===== config.mk =====
export PLATFORM = sky130hd
export DESIGN_NAME = ac_in_serializer
export DESIGN_NICKNAME = d
export VERILOG_FILES = /design/src/rtl/ac_in_pkg.sv /design/src/rtl/ac_in_sync_detect.sv /design/src/rtl/ac_in_frame_builder.sv /design/src/rtl/ac_in_shifter.sv /design/src/rtl/ac_in_serializer.sv
export SDC_FILE = /design/constraint.sdc
export NUM_CORES = 1
export LEC_CHECK = 0
export ABC_AREA = 0
export BUFFER_PORTS_ARGS = -buffer_cell sky130_fd_sc_hd__buf_2
export CORE_AREA = 5 5 153 155
export DETAILED_ROUTE_END_ITERATION = 12
export DIE_AREA = 0 0 158 160
export PLACE_DENSITY = 0.69
export SKIP_CTS_REPAIR_TIMING = 1
export SLEW_MARGIN = 10
export SYNTH_ARGS = -nofsm -noshare
export SYNTH_HDL_FRONTEND = slang
export SYNTH_HIERARCHICAL = 1
export SYNTH_SLANG_ARGS = --single-unit
export TNS_END_PERCENT = 5

===== constraint.sdc =====
create_clock -name bit_clk -period 1.6 [get_ports bit_clk]
set_clock_uncertainty 0.15 [all_clocks]
set_input_delay 0.24 -clock bit_clk [delete_from_list [all_inputs] [get_ports bit_clk]]
set_output_delay 0.24 -clock bit_clk [all_outputs]
set_load 0.01 [all_outputs]

===== src/rtl/ac_in_pkg.sv =====
package ac_in_pkg;

    localparam int SLOT_W     = 20;
    localparam int TAG_W      = 16;
    localparam int NUM_SLOTS  = 12;
    localparam int USED_SLOTS = 4;
    localparam int FRAME_W    = TAG_W + SLOT_W * NUM_SLOTS;
    localparam int IDX_W      = 7;
    localparam int REQ_W      = 10;
    localparam int RD_W       = 16;

    typedef logic [SLOT_W-1:0]  slot_t;
    typedef logic [FRAME_W-1:0] frame_t;

    typedef enum logic [1:0] {
        SK_STAT_ADDR,
        SK_STAT_DATA,
        SK_PCM,
        SK_EMPTY
    } slot_kind_e;

    typedef struct packed {
        logic                  ready;
        logic [USED_SLOTS-1:0] valid;
        logic                  vra;
        logic [IDX_W-1:0]      index;
        logic [REQ_W-1:0]      req;
        logic [RD_W-1:0]       rdata;
    } status_in_t;

    function automatic slot_kind_e kind_of(input int s);
        case (s)
            1:       return SK_STAT_ADDR;
            2:       return SK_STAT_DATA;
            3, 4:    return SK_PCM;
            default: return SK_EMPTY;
        endcase
    endfunction

    // Slot 1: bit 19 zero, index at 18:12, request field at 11:2, 1:0 zero.
    function automatic slot_t build_addr_slot(input status_in_t st);
        slot_t s;
        s = '0;
        if (st.valid[0]) s[18:12] = st.index;
        if (st.vra)      s[11:2]  = st.req;
        return s;
    endfunction

    // Slot 2: data at 19:4, zero when tagged invalid.
    function automatic slot_t build_data_slot(input status_in_t st);
        slot_t s;
        s = '0;
        if (st.valid[1]) s[19:4] = st.rdata;
        return s;
    endfunction

endpackage


===== src/rtl/ac_in_sync_detect.sv =====
module ac_in_sync_detect (
    input  logic bit_clk,
    input  logic rst,
    input  logic sync,
    output logic frame_start
);
    logic sync_now;
    logic sync_prev;

    // Sync is launched on rising edges, so it is sampled on falling edges.
    always_ff @(negedge bit_clk) begin
        if (rst) begin
            sync_now  <= 1'b0;
            sync_prev <= 1'b0;
        end else begin
            sync_now  <= sync;
            sync_prev <= sync_now;
        end
    end

    assign frame_start = sync_now & ~sync_prev;
endmodule


===== src/rtl/ac_in_frame_builder.sv =====
module ac_in_frame_builder
    import ac_in_pkg::*;
#(
    parameter int ADC_W = 18
) (
    input  status_in_t       st,
    input  logic [ADC_W-1:0] adc_left,
    input  logic [ADC_W-1:0] adc_right,
    output frame_t           frame
);
    localparam int PAD_W = SLOT_W - ADC_W;

    logic [TAG_W-1:0] tag;
    slot_t            slots [1:NUM_SLOTS];

    always_comb begin
        tag          = '0;
        tag[TAG_W-1] = st.ready;
        for (int k = 0; k < USED_SLOTS; k++) begin
            tag[TAG_W-2-k] = st.valid[k];
        end
    end

    assign frame[FRAME_W-1 -: TAG_W] = tag;

    for (genvar s = 1; s <= NUM_SLOTS; s++) begin : g_slot
        localparam slot_kind_e KIND = kind_of(s);
        if (KIND == SK_STAT_ADDR) begin : g_addr
            assign slots[s] = build_addr_slot(st);
        end else if (KIND == SK_STAT_DATA) begin : g_data
            assign slots[s] = build_data_slot(st);
        end else if (KIND == SK_PCM) begin : g_pcm
            logic [ADC_W-1:0] sample;
            assign sample   = (s == 3) ? adc_left : adc_right;
            assign slots[s] = st.valid[s-1] ? (slot_t'(sample) << PAD_W) : '0;
        end else begin : g_empty
            assign slots[s] = '0;
        end
        assign frame[FRAME_W-TAG_W-1-SLOT_W*(s-1) -: SLOT_W] = slots[s];
    end
endmodule


===== src/rtl/ac_in_shifter.sv =====
module ac_in_shifter
    import ac_in_pkg::*;
(
    input  logic   bit_clk,
    input  logic   rst,
    input  logic   load,
    input  frame_t frame,
    output logic   sdin
);
    frame_t shreg;

    always_ff @(posedge bit_clk) begin
        if (rst) begin
            shreg <= '0;
            sdin  <= 1'b0;
        end else if (load) begin
            sdin  <= frame[FRAME_W-1];
            shreg <= {frame[FRAME_W-2:0], 1'b0};
        end else begin
            sdin  <= shreg[FRAME_W-1];
            shreg <= {shreg[FRAME_W-2:0], 1'b0};
        end
    end
endmodule


===== src/rtl/ac_in_serializer.sv =====
module ac_in_serializer
    import ac_in_pkg::*;
#(
    parameter int ADC_W = 18
) (
    input  logic                  bit_clk,
    input  logic                  rst,
    input  logic                  sync,
    input  logic                  codec_ready,
    input  logic [USED_SLOTS-1:0] slot_valid,
    input  logic                  vra_en,
    input  logic [IDX_W-1:0]      reg_index,
    input  logic [REQ_W-1:0]      slot_req,
    input  logic [RD_W-1:0]       reg_rdata,
    input  logic [ADC_W-1:0]      adc_left,
    input  logic [ADC_W-1:0]      adc_right,
    output logic                  sdin
);
    logic       frame_start;
    status_in_t st;
    frame_t     frame;

    assign st.ready = codec_ready;
    assign st.valid = slot_valid;
    assign st.vra   = vra_en;
    assign st.index = reg_index;
    assign st.req   = slot_req;
    assign st.rdata = reg_rdata;

    ac_in_sync_detect u_sync (
        .bit_clk     (bit_clk),
        .rst         (rst),
        .sync        (sync),
        .frame_start (frame_start)
    );

    ac_in_frame_builder #(.ADC_W(ADC_W)) u_build (
        .st        (st),
        .adc_left  (adc_left),
        .adc_right (adc_right),
        .frame     (frame)
    );

    ac_in_shifter u_shift (
        .bit_clk (bit_clk),
        .rst     (rst),
        .load    (frame_start),
        .frame   (frame),
        .sdin    (sdin)
    );
endmodule


==> results.tsv <==
stage	metric	value	unit
status	run_status	finished with violations	
status	violations	negative hold slack, negative setup slack	
floorplan	die_h	160	µm
drt	wl_per_cell	11.4	µm
setup_path	path_buf_inv	3	
global_route	use_met3	2.30	%
yosys	synth_top_area_share	45.7	%
setup_path	arrival	2.64	ns
yosys	synth_edf_count	0	
yosys	synth.yosys.warnings	6	
global_route	grt_pass1_vias	5912	
sta	worst_pin_slew	0.606	ns
floorplan	pin_count	79	
global_route	grt_pass1_wl	26000	µm
drt	drt-initial-drc-count	296	
worst_hold_path	whs_endpoint	u_shift/shreg[169]	
yosys	ys_seq_area_share	45.7	%
global_route	grt_util_met2	19.3	%
global_route	grt_most_used_layer	met2	
global_route	grt.met1_usage	15.6	%
drt	route.detailed.drc	0	
drt	vias_per_cell	4.24	
pwr	irDropWorstVdd	0.864	mV
worst_hold_path	holdPathStages	4	
setup_path	crit_type	flip-flop to flip-flop	
sta	finalHoldViolCount	11	
setup_path	reg2reg_slack	-0.81	ns
global_route	overflow	0	
yosys	synth_area	0.0113	mm²
yosys	synth-main-ff-cell	dfxtp_1	
place	dpl.hpwl	8950	µm
setup_path	cp.depth	6	
sta	setup_viol	255	
global_route	grt_max_degree	105	
yosys	synthTopCellsByArea	dfxtp_1 46%, mux2i_1 23%, buf_4 13%	
setup_path	cp_top_family	buffers and inverters	
yosys	syn_area_per_cell	10.4	µm²
yosys	yosysMostFrequentCell	dfxtp_1	
yosys	synthArstFlopShare	0	%
setup_path	r2r_start	u_sync/sync_now	
cells_and_area	antennaDiodeCount	0	
sta	maxSlewHeadroom	59.6	%
sta	finalWorstSetupSlack	-0.815	ns
cells_and_area	finish.net_count	1309	
setup_path	worstPathRequired	1.82	ns
place	post-place-ws	-0.692	ns
global_route	antenna_found_initial	0	
cts	cts-root-buf	clkbuf_16	
setup_path	crit_slowest_cell	dfxtp_2	
setup_path	startpoint_type	flip-flop	
cts	ctsLongestPathBuffers	3	
sta	rsz0062_at_grt	yes	
floorplan	dieArea	0.0253	mm²
cells_and_area	syn_to_final_growth	14.5	%
floorplan	row_count	54	
place	portBuffers	78	
cts	clock-sinks	258	
cts	clk_latency	0.57	ns
sta	slew_viol_final	0	
cts	numCtsBuffers	26	
worst_hold_path	hold_class	input pin to flip-flop	
setup_path	cp-end-kind	flip-flop	
pwr	p_leak	5.58	nW
cells_and_area	drive_above_1_share	16.5	%
yosys	synth_top_cell_by_area	dfxtp_1	
place	gp_congestion	0.684	
global_route	track_usage	11.7	%
drt	routed_wl	17400	µm
sta	hold-worst-slack	-0.0520	ns
cts	htree_levels	1	
setup_path	crit_fanout	11	
floorplan	die_w	158	µm
cts	cts_tree	built	
floorplan	start_util	52.1	%
cts	path_clk_slew	0.06	ns
yosys	yosysUniqueCellTypes	16	
drt	via_count	6465	
floorplan	core	0.0217	mm²
worst_hold_path	hp-start	adc_right[6]	
setup_path	cpPeakStageDelay	0.31	ns
yosys	synth_seq_cells	258	
job	cap_violations	0	
pwr	power_density	1110	mW/mm²
setup_path	regToRegEndpoint	u_shift/shreg[200]	
drt	first_pass_iters	4	
setup_path	crit_chain	nor2b_4 > buf_12 > buf_16 > clkbuf_16 > mux2i_1 > nor2_1	
drt	antenna_left	0	
yosys	synthTopCellsByCount	258 x dfxtp_1, 255 x mux2i_1, 255 x nor2_1	
setup_path	r2r_cells	6	
yosys	syn_inst	1090	
==> routing by layer <==
layer | share of wire [%] | up-vias
li1 | - | 3419
met1 | 48 | 2927
met2 | 46 | 87
met3 | 3.3 | 32
met4 | 2.5 | 0
met5 | 0 | -
==> cell families after synthesis <==
family / share of synthesized area [%]
simple gates: 12.9
flops: 45.7
mux: 22.6
buf+inv: 18.8
other cells: 0.0332
==> flip-flops by register name (all words and copies together) (netlist names) <==
name	flops
u_sync/sync_prev	1
u_shift/shreg	255
u_shift/sdin	1
u_sync/sync_now	1
==> area by class of cell <==
type / instances / area, µm²
fillers: 1729 / 8750
flip-flops and latches: 258 / 5170
multi-input cells: 765 / 4740
repair buffers: 178 / 1800
clock buffers: 35 / 776
well taps: 280 / 350
clock inverters: 10 / 110
==> report_power, final <==
part | internal, mW | total, mW | switching (mW) | leakage, nW
clock | 3.77 | 6.13 | 2.36 | 0.455
combinational | 0.758 | 1.40 | 0.639 | 3.02
sequential | 6.70 | 6.78 | 0.0749 | 2.10
==> placed cells by master (no fill, tap or decap), types with 6 or more instances in the layout <==
| cell | synthesis | final |
|---|---|---|
| nor2_1 | 255 | 255 |
| dfxtp_1 | 258 | 257 |
| buf_12 | 26 | 9 |
| buf_4 | 189 | 6 |
| conb_1 | 1 | 182 |
| buf_2 | 21 | 77 |
| mux2i_1 | 255 | 245 |
| clkbuf_8 | 0 | 7 |
| and2_2 | 31 | 31 |
| dlygate4sd3_1 | 0 | 58 |
| mux2i_2 | 0 | 10 |
| and2_1 | 38 | 38 |
| clkbuf_16 | 0 | 40 |
| buf_6 | 3 | 8 |
| buf_16 | 0 | 7 |
==> how the worst max path moves through the flow <==
stage	startpoint	endpoint
final	u_sync/sync_now	u_shift/shreg[200]
after global routing	u_sync/sync_now	u_shift/shreg[200]
after CTS	u_sync/sync_now	u_shift/shreg[83]
after detailed placement	u_sync/sync_now	u_shift/shreg[83]
after global placement	u_sync/sync_now	u_shift/shreg[54]
after floorplan	u_sync/sync_now	u_shift/shreg[211]
==> worst min-delay path, stage by stage <==
cell,delay (ns)
buf_2,0.07
and2_2,0.12
mux2i_1,0.06
nor2_1,0.07
==> per-stage QoR <==
stage	util [%]	power, mW	TNS, ns	instances	area [µm²]
global placement	50.4	8.01	-154.22	1404	10900
finish	59.7	14.3	-179.57	1526	12900
CTS	54.5	14.2	-177.91	1448	11800
global route	59.7	14.9	-197.15	1526	12900
floorplan	-	8.20	-135.76	1271	12000
detailed placement	50.4	8.03	-161.25	1404	10900
Power figures use the tool's default switching activity.
